### src/rtl/sbr_pkg.sv
package sbr_pkg;

    localparam int SBR_WORD_W = 18;

    typedef enum logic [2:0] {
        S_IDLE      = 3'd0,
        S_CONV      = 3'd1,
        S_BURST     = 3'd2,
        S_ECHO_WAIT = 3'd3,
        S_DONE      = 3'd4
    } sbr_state_e;

endpackage

### src/rtl/sbr_period_timer.sv
module sbr_period_timer #(
    parameter int CNT_W = 16
) (
    input  logic             clk,
    input  logic             rst_n,
    input  logic             enable,
    input  logic [CNT_W-1:0] period,
    output logic             tick
);

    logic [CNT_W-1:0] cnt_q;
    logic [CNT_W:0]   cnt_inc;

    assign cnt_inc = {1'b0, cnt_q} + (CNT_W+1)'(1);

    always_ff @(posedge clk or negedge rst_n) begin
        if (!rst_n) begin
            cnt_q <= '0;
        end else if (!enable) begin
            cnt_q <= '0;
        end else if (cnt_inc >= {1'b0, period}) begin
            cnt_q <= '0;
        end else begin
            cnt_q <= cnt_inc[CNT_W-1:0];
        end
    end

    assign tick = enable && (cnt_q == '0);

endmodule

### src/rtl/sbr_capture.sv
module sbr_capture #(
    parameter int WORD_W = 18,
    parameter int BIT_W  = $clog2(WORD_W + 1)
) (
    input  logic              clk,
    input  logic              rst_n,
    input  logic              clear,
    input  logic              echo_mode,
    input  logic              own_shift,
    input  logic              sdata_i,
    input  logic              echo_i,
    output logic [WORD_W-1:0] word_o,
    output logic [BIT_W-1:0]  bits_o
);

    logic e_s1, e_s2, e_s3;
    logic d_s1, d_s2;
    logic echo_rise;
    logic take;
    logic bit_in;

    always_ff @(posedge clk or negedge rst_n) begin
        if (!rst_n) begin
            e_s1 <= 1'b0;
            e_s2 <= 1'b0;
            e_s3 <= 1'b0;
            d_s1 <= 1'b0;
            d_s2 <= 1'b0;
        end else begin
            e_s1 <= echo_i;
            e_s2 <= e_s1;
            e_s3 <= e_s2;
            d_s1 <= sdata_i;
            d_s2 <= d_s1;
        end
    end

    assign echo_rise = e_s2 && !e_s3;
    assign bit_in    = echo_mode ? d_s2 : sdata_i;
    assign take      = (bits_o < BIT_W'(WORD_W)) &&
                       (echo_mode ? echo_rise : own_shift);

    always_ff @(posedge clk or negedge rst_n) begin
        if (!rst_n) begin
            word_o <= '0;
            bits_o <= '0;
        end else if (clear) begin
            word_o <= '0;
            bits_o <= '0;
        end else if (take) begin
            word_o <= {word_o[WORD_W-2:0], bit_in};
            bits_o <= bits_o + BIT_W'(1);
        end
    end

    // the count only moves on an accepted bit and never runs past a word
    p_bits_step_r5: assert property (@(posedge clk) disable iff (!rst_n)
        (!clear && bits_o == BIT_W'(WORD_W)) |=> (bits_o == BIT_W'(WORD_W) || $past(clear)));

endmodule

### src/rtl/sar_burst_reader.sv
module sar_burst_reader
    import sbr_pkg::*;
#(
    parameter int WORD_W   = SBR_WORD_W,
    parameter int CNT_W    = 16,
    parameter int PW_W     = 8,
    parameter int ECHO_WIN = 16
) (
    input  logic              clk,
    input  logic              rst_n,
    input  logic              enable,
    input  logic [CNT_W-1:0]  cfg_period,
    input  logic [CNT_W-1:0]  cfg_conv_wait,
    input  logic [PW_W-1:0]   cfg_strobe_width,
    input  logic              cfg_echo_mode,
    input  logic              sdata_in,
    input  logic              echo_clk_in,
    output logic              cnv_out,
    output logic              sclk_out,
    output logic              word_valid,
    output logic [WORD_W-1:0] word_data,
    output logic              overrun_flag,
    output logic              echo_timeout
);

    localparam int BIT_W = $clog2(WORD_W + 1);
    localparam int WIN_W = $clog2(ECHO_WIN + 1);

    sbr_state_e        state_q, state_d;
    logic              tick;
    logic              start;
    logic [CNT_W-1:0]  conv_cnt_q;
    logic [BIT_W-1:0]  bit_idx_q;
    logic              phase_q;
    logic [WIN_W-1:0]  win_cnt_q;
    logic              mode_q;
    logic              overrun_q;
    logic              timeout_q;
    logic [WORD_W-1:0] cap_word;
    logic [BIT_W-1:0]  cap_bits;
    logic              conv_done;
    logic              last_bit;
    logic              win_expired;
    logic              cap_full;
    logic              own_shift;

    sbr_period_timer #(.CNT_W(CNT_W)) u_timer (
        .clk    (clk),
        .rst_n  (rst_n),
        .enable (enable),
        .period (cfg_period),
        .tick   (tick)
    );

    assign start       = tick && (state_q == S_IDLE);
    assign conv_done   = ({1'b0, conv_cnt_q} + (CNT_W+1)'(1)) >= {1'b0, cfg_conv_wait};
    assign last_bit    = phase_q && (bit_idx_q == BIT_W'(WORD_W - 1));
    assign win_expired = (win_cnt_q == WIN_W'(ECHO_WIN - 1));
    assign cap_full    = (cap_bits == BIT_W'(WORD_W));
    assign own_shift   = (state_q == S_BURST) && phase_q;

    sbr_capture #(.WORD_W(WORD_W), .BIT_W(BIT_W)) u_capture (
        .clk       (clk),
        .rst_n     (rst_n),
        .clear     (start),
        .echo_mode (mode_q),
        .own_shift (own_shift),
        .sdata_i   (sdata_in),
        .echo_i    (echo_clk_in),
        .word_o    (cap_word),
        .bits_o    (cap_bits)
    );

    // next-state logic
    always_comb begin
        state_d = state_q;
        unique case (state_q)
            S_IDLE:      if (start) state_d = S_CONV;
            S_CONV:      if (conv_done) state_d = S_BURST;
            S_BURST:     if (last_bit) state_d = mode_q ? S_ECHO_WAIT : S_DONE;
            S_ECHO_WAIT: begin
                if (cap_full)         state_d = S_DONE;
                else if (win_expired) state_d = S_IDLE;
            end
            S_DONE:      state_d = S_IDLE;
            default:     state_d = S_IDLE;
        endcase
    end

    // state register
    always_ff @(posedge clk or negedge rst_n) begin
        if (!rst_n) state_q <= S_IDLE;
        else        state_q <= state_d;
    end

    // counters and sticky flags
    always_ff @(posedge clk or negedge rst_n) begin
        if (!rst_n) begin
            conv_cnt_q <= '0;
            bit_idx_q  <= '0;
            phase_q    <= 1'b0;
            win_cnt_q  <= '0;
            mode_q     <= 1'b0;
            overrun_q  <= 1'b0;
            timeout_q  <= 1'b0;
        end else begin
            conv_cnt_q <= (state_q == S_CONV) ? conv_cnt_q + CNT_W'(1) : '0;
            if (state_q == S_BURST) begin
                phase_q <= !phase_q;
                if (phase_q) bit_idx_q <= bit_idx_q + BIT_W'(1);
            end else begin
                phase_q   <= 1'b0;
                bit_idx_q <= '0;
            end
            win_cnt_q <= (state_q == S_ECHO_WAIT) ? win_cnt_q + WIN_W'(1) : '0;
            if (start) mode_q <= cfg_echo_mode;
            if (tick && state_q != S_IDLE) overrun_q <= 1'b1;
            if (state_q == S_ECHO_WAIT && !cap_full && win_expired) timeout_q <= 1'b1;
        end
    end

    // outputs
    always_comb begin
        cnv_out      = (state_q == S_CONV) && (conv_cnt_q < CNT_W'(cfg_strobe_width));
        sclk_out     = (state_q == S_BURST) && phase_q;
        word_valid   = (state_q == S_DONE);
        word_data    = cap_word;
        overrun_flag = overrun_q;
        echo_timeout = timeout_q;
    end

    // serial clock is quiet while the strobe is up
    p_quiet_clock_r3: assert property (@(posedge clk) disable iff (!rst_n)
        cnv_out |-> !sclk_out);

    // every pulse lasts a single cycle
    p_clock_pulse_r3: assert property (@(posedge clk) disable iff (!rst_n)
        sclk_out |=> !sclk_out);

    // in host-clocked mode the captured count tracks the pulse index
    p_own_align_r4: assert property (@(posedge clk) disable iff (!rst_n)
        (own_shift && !mode_q) |-> (cap_bits == bit_idx_q));

    // valid is a single-cycle pulse
    p_valid_single_r6: assert property (@(posedge clk) disable iff (!rst_n)
        word_valid |=> !word_valid);

    // a valid word is always complete
    p_valid_full_r6: assert property (@(posedge clk) disable iff (!rst_n)
        word_valid |-> cap_full);

    // overrun is sticky
    p_overrun_sticky_r7: assert property (@(posedge clk) disable iff (!rst_n)
        overrun_flag |=> overrun_flag);

    // timeout is sticky
    p_timeout_sticky_r8: assert property (@(posedge clk) disable iff (!rst_n)
        echo_timeout |=> echo_timeout);

endmodule

### config.mk
export PLATFORM = sky130hd
export DESIGN_NAME = sar_burst_reader
export DESIGN_NICKNAME = d
export VERILOG_FILES = /design/src/rtl/sbr_pkg.sv /design/src/rtl/sbr_period_timer.sv /design/src/rtl/sbr_capture.sv /design/src/rtl/sar_burst_reader.sv
export SDC_FILE = /design/constraint.sdc
export NUM_CORES = 1
export LEC_CHECK = 0
export ABC_AREA = 0
export BUFFER_PORTS_ARGS = -buffer_cell sky130_fd_sc_hd__buf_2
export CORE_MARGIN = 4
export CORE_UTILIZATION = 57
export DETAILED_ROUTE_END_ITERATION = 16
export MAX_ROUTING_LAYER = met4
export PLACE_DENSITY = 0.9
export SKIP_LAST_GASP = 1
export SLEW_MARGIN = 30
export SYNTH_ARGS = -nofsm -noshare
export SYNTH_HDL_FRONTEND = slang
export SYNTH_SLANG_ARGS = --single-unit
### constraint.sdc
create_clock -name clk -period 4.3 [get_ports clk]
set_input_delay 0.43 -clock clk [delete_from_list [all_inputs] [get_ports clk]]
set_output_delay 0.43 -clock clk [all_outputs]
set_load 0.03 [all_outputs]
== Word level (Yosys, flattened, before mapping) ==
Cells that the tools add are included.

* Register bits: 77
* Latch bits: 0
* Memories: 0
* RAM bits: 0
* Memory bits (read-only): 0

* Bitwise gates (word level): 0
* Multipliers: 0
* Shift operators: 0
* Add/subtract/negate cells: 6
* Div/mod/pow operators: 0
* Reduce and logical (&&, ||, !) cells: 18
* Mux-type cells: 20
* Equality and inequality tests: 12
* Order comparisons: 4

{| class="wikitable"
|+ Operators with widths
! operator !! number
|-
| $mux W16 || 3
|-
| $mux W18 || 2
|-
| $add A16 B1 Y17 const B || 2
|-
| $ge A17 B16 Y1 || 2
|-
| $mux W5 || 5
|-
| $mux W3 || 6
|-
| $add A16 B1 Y16 const B || 1
|-
| $logic_not A16 Y1 || 1
|-
| $lt A16 B8 Y1 || 1
|-
| $add A5 B1 Y5 const B || 3
|-
| $pmux W3 S4 || 1
|-
| $eq A5 B5 Y1 const B || 2
|-
| $logic_and A1 B1 Y1 || 10
|-
| $ne A2 B2 Y1 const B || 4
|-
| $eq A3 B2 Y1 const B || 2
|-
| $eq A5 B4 Y1 const B || 1
|-
| $lt A5 B5 Y1 const B || 1
|-
| $reduce_and A4 Y1 || 1
|-
| $eq A3 B1 Y1 const B || 1
|-
| $eq A3 B3 Y1 const B || 1
|-
| $logic_not A1 Y1 || 3
|-
| $logic_not A3 Y1 || 1
|-
| $mux W1 || 3
|-
| $ne A3 B3 Y1 const B || 1
|-
| 2 further kinds || 2
|}

== Longest topological paths before layout ==
* Depth after elaboration: 6
* Mapped depth: 12
* Gate-level depth less buffers: 11

== Hierarchy ==
A second synthesis with hierarchy kept.

* Cell total of the unflattened synthesis: 482
* Area, all modules: 4740.8 um2

{| class="wikitable"
|+ By module, submodules not included
! module !! cells each !! sequential area each (um2) !! area an instance (um2) !! times used
|-
| sar_burst_reader || 241 || 825.8 || 2223.4 || 1
|-
| sbr_period_timer || 145 || 400.4 || 1291.2 || 1
|-
| sbr_capture || 96 || 700.7 || 1226.2 || 1
|}

== Least setup slack after synthesis ==
Ideal clock, no wire load.

* Path kind: flip-flop to flip-flop
* Start point: reg u_timer.cnt_q[0]
* End point: reg u_timer.cnt_q[6]
* Data required time: 4.158 ns
* Arrival time: 2.914 ns
* Slack: 1.244 ns
* Period minus slack after synthesis: 3.056 ns
* Setup time: 0.142 ns
* Cell stages (with the launch flop): 11
* Path through: dfrtp_1 -> ha_1 -> nand4_1 -> nor4_1 -> xor2_1 -> ha_1 -> and3_1 -> nand2_1 -> nor4b_1 -> clkbuf_1 -> nor3b_1

* Longest elaborated chain between the ends: 4

{| class="wikitable"
|+ RTL lines
! item !! RTL line !! RTL
|-
| start: declaration || sbr_period_timer.sv:11 || <nowiki>logic [CNT_W-1:0] cnt_q;</nowiki>
|-
| start signal: assignment || sbr_period_timer.sv:24 || <nowiki>cnt_q <= cnt_inc[CNT_W-1:0];</nowiki>
|-
| $add A16 B1 Y17 (*) || sbr_period_timer.sv:14 || <nowiki>assign cnt_inc = {1'b0, cnt_q} + (CNT_W+1)'(1);</nowiki>
|-
| $ge A17 B16 Y1 || sbr_period_timer.sv:21 || <nowiki>end else if (cnt_inc >= {1'b0, period}) begin</nowiki>
|-
| $mux W16 (*) || sbr_period_timer.sv:21 ||
|-
| $mux W16 (*) || sbr_period_timer.sv:19 || <nowiki>end else if (!enable) begin</nowiki>
|}

Every way passes the cells marked *; elsewhere a longest branch is shown, timed or not.
A chain may end at the register's enable or synchronous reset.

== Worst setup path in the final report ==
* Start point: reg u_timer.cnt_q[0]
* End point: reg u_timer.cnt_q[14]

The elaborated chain is that of the path after synthesis.

==> metrics.cfg <==
[finish]
nFillCells=631
area_growth_syn_to_layout_pct=13.9
fin_nets=645
antennaDiodeCount=0
post-route-util_pct=66.9
drive_gt1_share_pct=16.9

[timing]
hold_viol_final=0
min_period_over_period_pct=78.6
slew_viol_final=0
skew_ps=13.0
fmax_ghz=0.296
worst_pin_slew_ps=753
slew_headroom_pct=49.7
rsz0062_at_grt=false
fin_crit_ps=3380
tns_ps=0
setup_violations=0

[yosys]
async_reset_ff_share_pct=100
yosysWarnings=0
synth_top_area_share_pct=42.2
synth.area.top_cells=dfrtp_1, ha_1, nand2_1
synth_cells=481
syn_nets=575
seq_area_frac_synth_pct=42.2
synth_edf_count=0
synth_cell_types=46
syn_area_um2=4560
synth_seq_cells=77
syn_area_per_cell_um2=9.49
synth_top_cell_by_area=dfrtp_1
yosys_most_used_dff=dfrtp_1

[job]
drv_cap=0

[power]
peakVddDrop_uv=397
comb_power_share_pct=34.4
power.switching_uw=959
power_density_nw_per_um2=454
p_clk_share_pct=22.6
p_sw_share_pct=40.7
pwr-share-seq_pct=42.9
p_leak_uw=0.00274
p_int_uw=1400

[placement]
gp_congestion=0.864
port_buffers=68
dpl.hpwl_mm=7.15

[setup_path]
worstSetupEndpointType=flop
path_cells=ha_1, nand4_1, nor4_1, xor2_1, ha_1, and3_1, a221oi_1, o211ai_1, buf_4, nor3b_1
path_class=flop to flop
cp_common_cell=ha_1
cp_max_fo=9
critPathSlowestCell=nor4_1
path_buf_inv=1
required_ps=4560
cp_data_arrival_time_ps=3640
slowest_delay_ps=520
crit_cells=10
startpoint_type=flop
rr_worst_depth=10
critPathTopFamily=simple AND/OR/NAND/NOR gates

[clocking]
numCtsBuffers=9
cts-root-buf=clkbuf_8
worstSkewPairLatency_ps=360
ctsHoldBuffers=0
cts_sinks=77
clk_pin_slew_worst_paths_ps=90
cts_tree=yes
cts.repair.resized=0
clock_path_buffers=2
cts_setup_buffers=0
cts_max_level=3

[floorplan]
die_y_um=97.5
die_area_um2=9500
start_util_pct=58.7
rows=32
io_pins=69
core_area_um2=7770
dieWidth_um=97.5

[global_routing]
grt_max_degree=78
grt_pass1_wl_mm=16.6
globalRouteTotalUtil_pct=21.9
grt_pass1_vias=3628
antenna_found_initial=0
grt_overflow=0

[detailed_routing]
drcViolationCount=0
routed_wl_mm=9.69
ant_nets=0
wl_per_cell_um=14.7
vias=3635
drt_iter0_markers=223
drtPass1Iterations=4
vias_per_cell=5.52

[hold_path]
hold_class=input pin to asynchronous set/reset pin

[status]
outcome=complete, no violations

## power by group through the flow
stage	Combinational, µW	Clock, µW	Sequential (µW)
floorplan	473	0	1130
global placement	780	0	1010
detailed placement	811	0	1020
CTS	819	551	1010
global route	898	578	1040
finish	811	534	1010
## stage by stage
| stage | total power, µW | setup slack (ps) | cell area (µm²) | hold slack (ps) | instances |
|---|---|---|---|---|---|
| after global routing | 2510 | 703 | 5200 | 139 | 658 |
| after global placement | 1790 | 1330 | 5000 | 334 | 642 |
| after floorplan | 1610 | 1240 | 4560 | 134 | 481 |
| after detailed placement | 1830 | 1010 | 5000 | 336 | 642 |
| final | 2360 | 921 | 5200 | 81.7 | 658 |
| after CTS | 2380 | 983 | 5190 | 150 | 658 |
## layout make-up
type	instances	area, µm²	area share [%]
flip-flops and latches	77	1930	37.1
repair buffers	71	369	7.10
inverters	49	184	3.54
well taps	102	128	2.46
multi-input cells	343	2400	46.1
clock buffers	10	138	2.65
clock inverters	6	53.8	1.04
## cells in the final DEF (no fill, tap or decap), types with 10 or more instances in the layout
| cell | instances |
|---|---|
| a21oi_1 | 27 |
| buf_2 | 67 |
| clkbuf_8 | 10 |
| dfrtp_1 | 77 |
| ha_1 | 48 |
| inv_1 | 49 |
| nand2_1 | 53 |
| nand3_1 | 18 |
| nand4_1 | 17 |
| nor2_1 | 40 |
| nor2b_1 | 10 |
| nor3b_1 | 16 |
| xnor2_1 | 18 |
| xor2_1 | 19 |
## cell usage after synthesis, types with 3 or more instances
| cell | count |
|---|---|
| dfrtp_1 | 77 |
| nand2_1 | 53 |
| inv_1 | 49 |
| ha_1 | 48 |
| nor2_1 | 40 |
| a21oi_1 | 27 |
| xor2_1 | 19 |
| nand3_1 | 18 |
| xnor2_1 | 18 |
| nand4_1 | 17 |
| nor3b_1 | 16 |
| nor2b_1 | 10 |
| a21o_1 | 7 |
| clkbuf_1 | 7 |
| nor3_1 | 7 |
| a211oi_1 | 6 |
| and2b_1 | 6 |
| and3_1 | 6 |
| nor4_1 | 6 |
| o21ai_0 | 6 |
| a41oi_1 | 3 |
| and4_1 | 3 |
| buf_2 | 3 |
| nand2b_1 | 3 |
| nor4b_1 | 3 |
| o31ai_1 | 3 |
## sequential cells by signal, indices dropped and copies added, names as in the netlist
signal / cells
bit_idx_q: 5
conv_cnt_q: 16
echo_timeout: 1
mode_q: 1
overrun_flag: 1
phase_q: 1
state_q: 3
u_capture.bits_o: 5
u_capture.d_s1: 1
u_capture.d_s2: 1
u_capture.e_s1: 1
u_capture.e_s2: 1
u_capture.e_s3: 1
u_capture.word_o: 18
u_timer.cnt_q: 16
win_cnt_q: 5
## worst reg2reg max path, stage by stage (launching register included)
cell	delay, ps
dfrtp_1	450
ha_1	250
nand4_1	190
nor4_1	530
xor2_1	260
ha_1	280
and3_1	180
a221oi_1	310
o211ai_1	330
buf_4	280
nor3b_1	240
## logic make-up (layout without fill, tap and decap cells)
family / count (synthesis) / in the layout / share of synthesized area [%]
fa+ha+maj: 48 / 48 / 13.2
compound gates: 62 / 62 / 9.68
flops: 77 / 77 / 42.2
simple gates: 194 / 194 / 22.0
xor+xnor: 37 / 37 / 7.10
buf+inv: 61 / 136 / 5.35
mux: 2 / 2 / 0.466
## per-layer routing
layer	GRT usage, %	up-vias	routed length (µm)
met4	7.77	0	125
li1	-	1795	-
met2	35.8	90	4910
met1	26.8	1737	4160
met3	4.95	13	488
met5	-	-	0
## final timing paths
path / from / endpoint / slack (ps)
max: u_timer.cnt_q[0] / u_timer.cnt_q[14] / 920
min: rst_n / conv_cnt_q[15] / 80
max reg2reg: u_timer.cnt_q[0] / u_timer.cnt_q[14] / 920
min reg2reg: u_capture.e_s1 / u_capture.e_s2 / 350
max in group asynchronous: rst_n / bit_idx_q[0] / 3740
min in group clk: echo_clk_in / u_capture.e_s1 / 170
No activity file was read; power rests on OpenSTA's default activity.
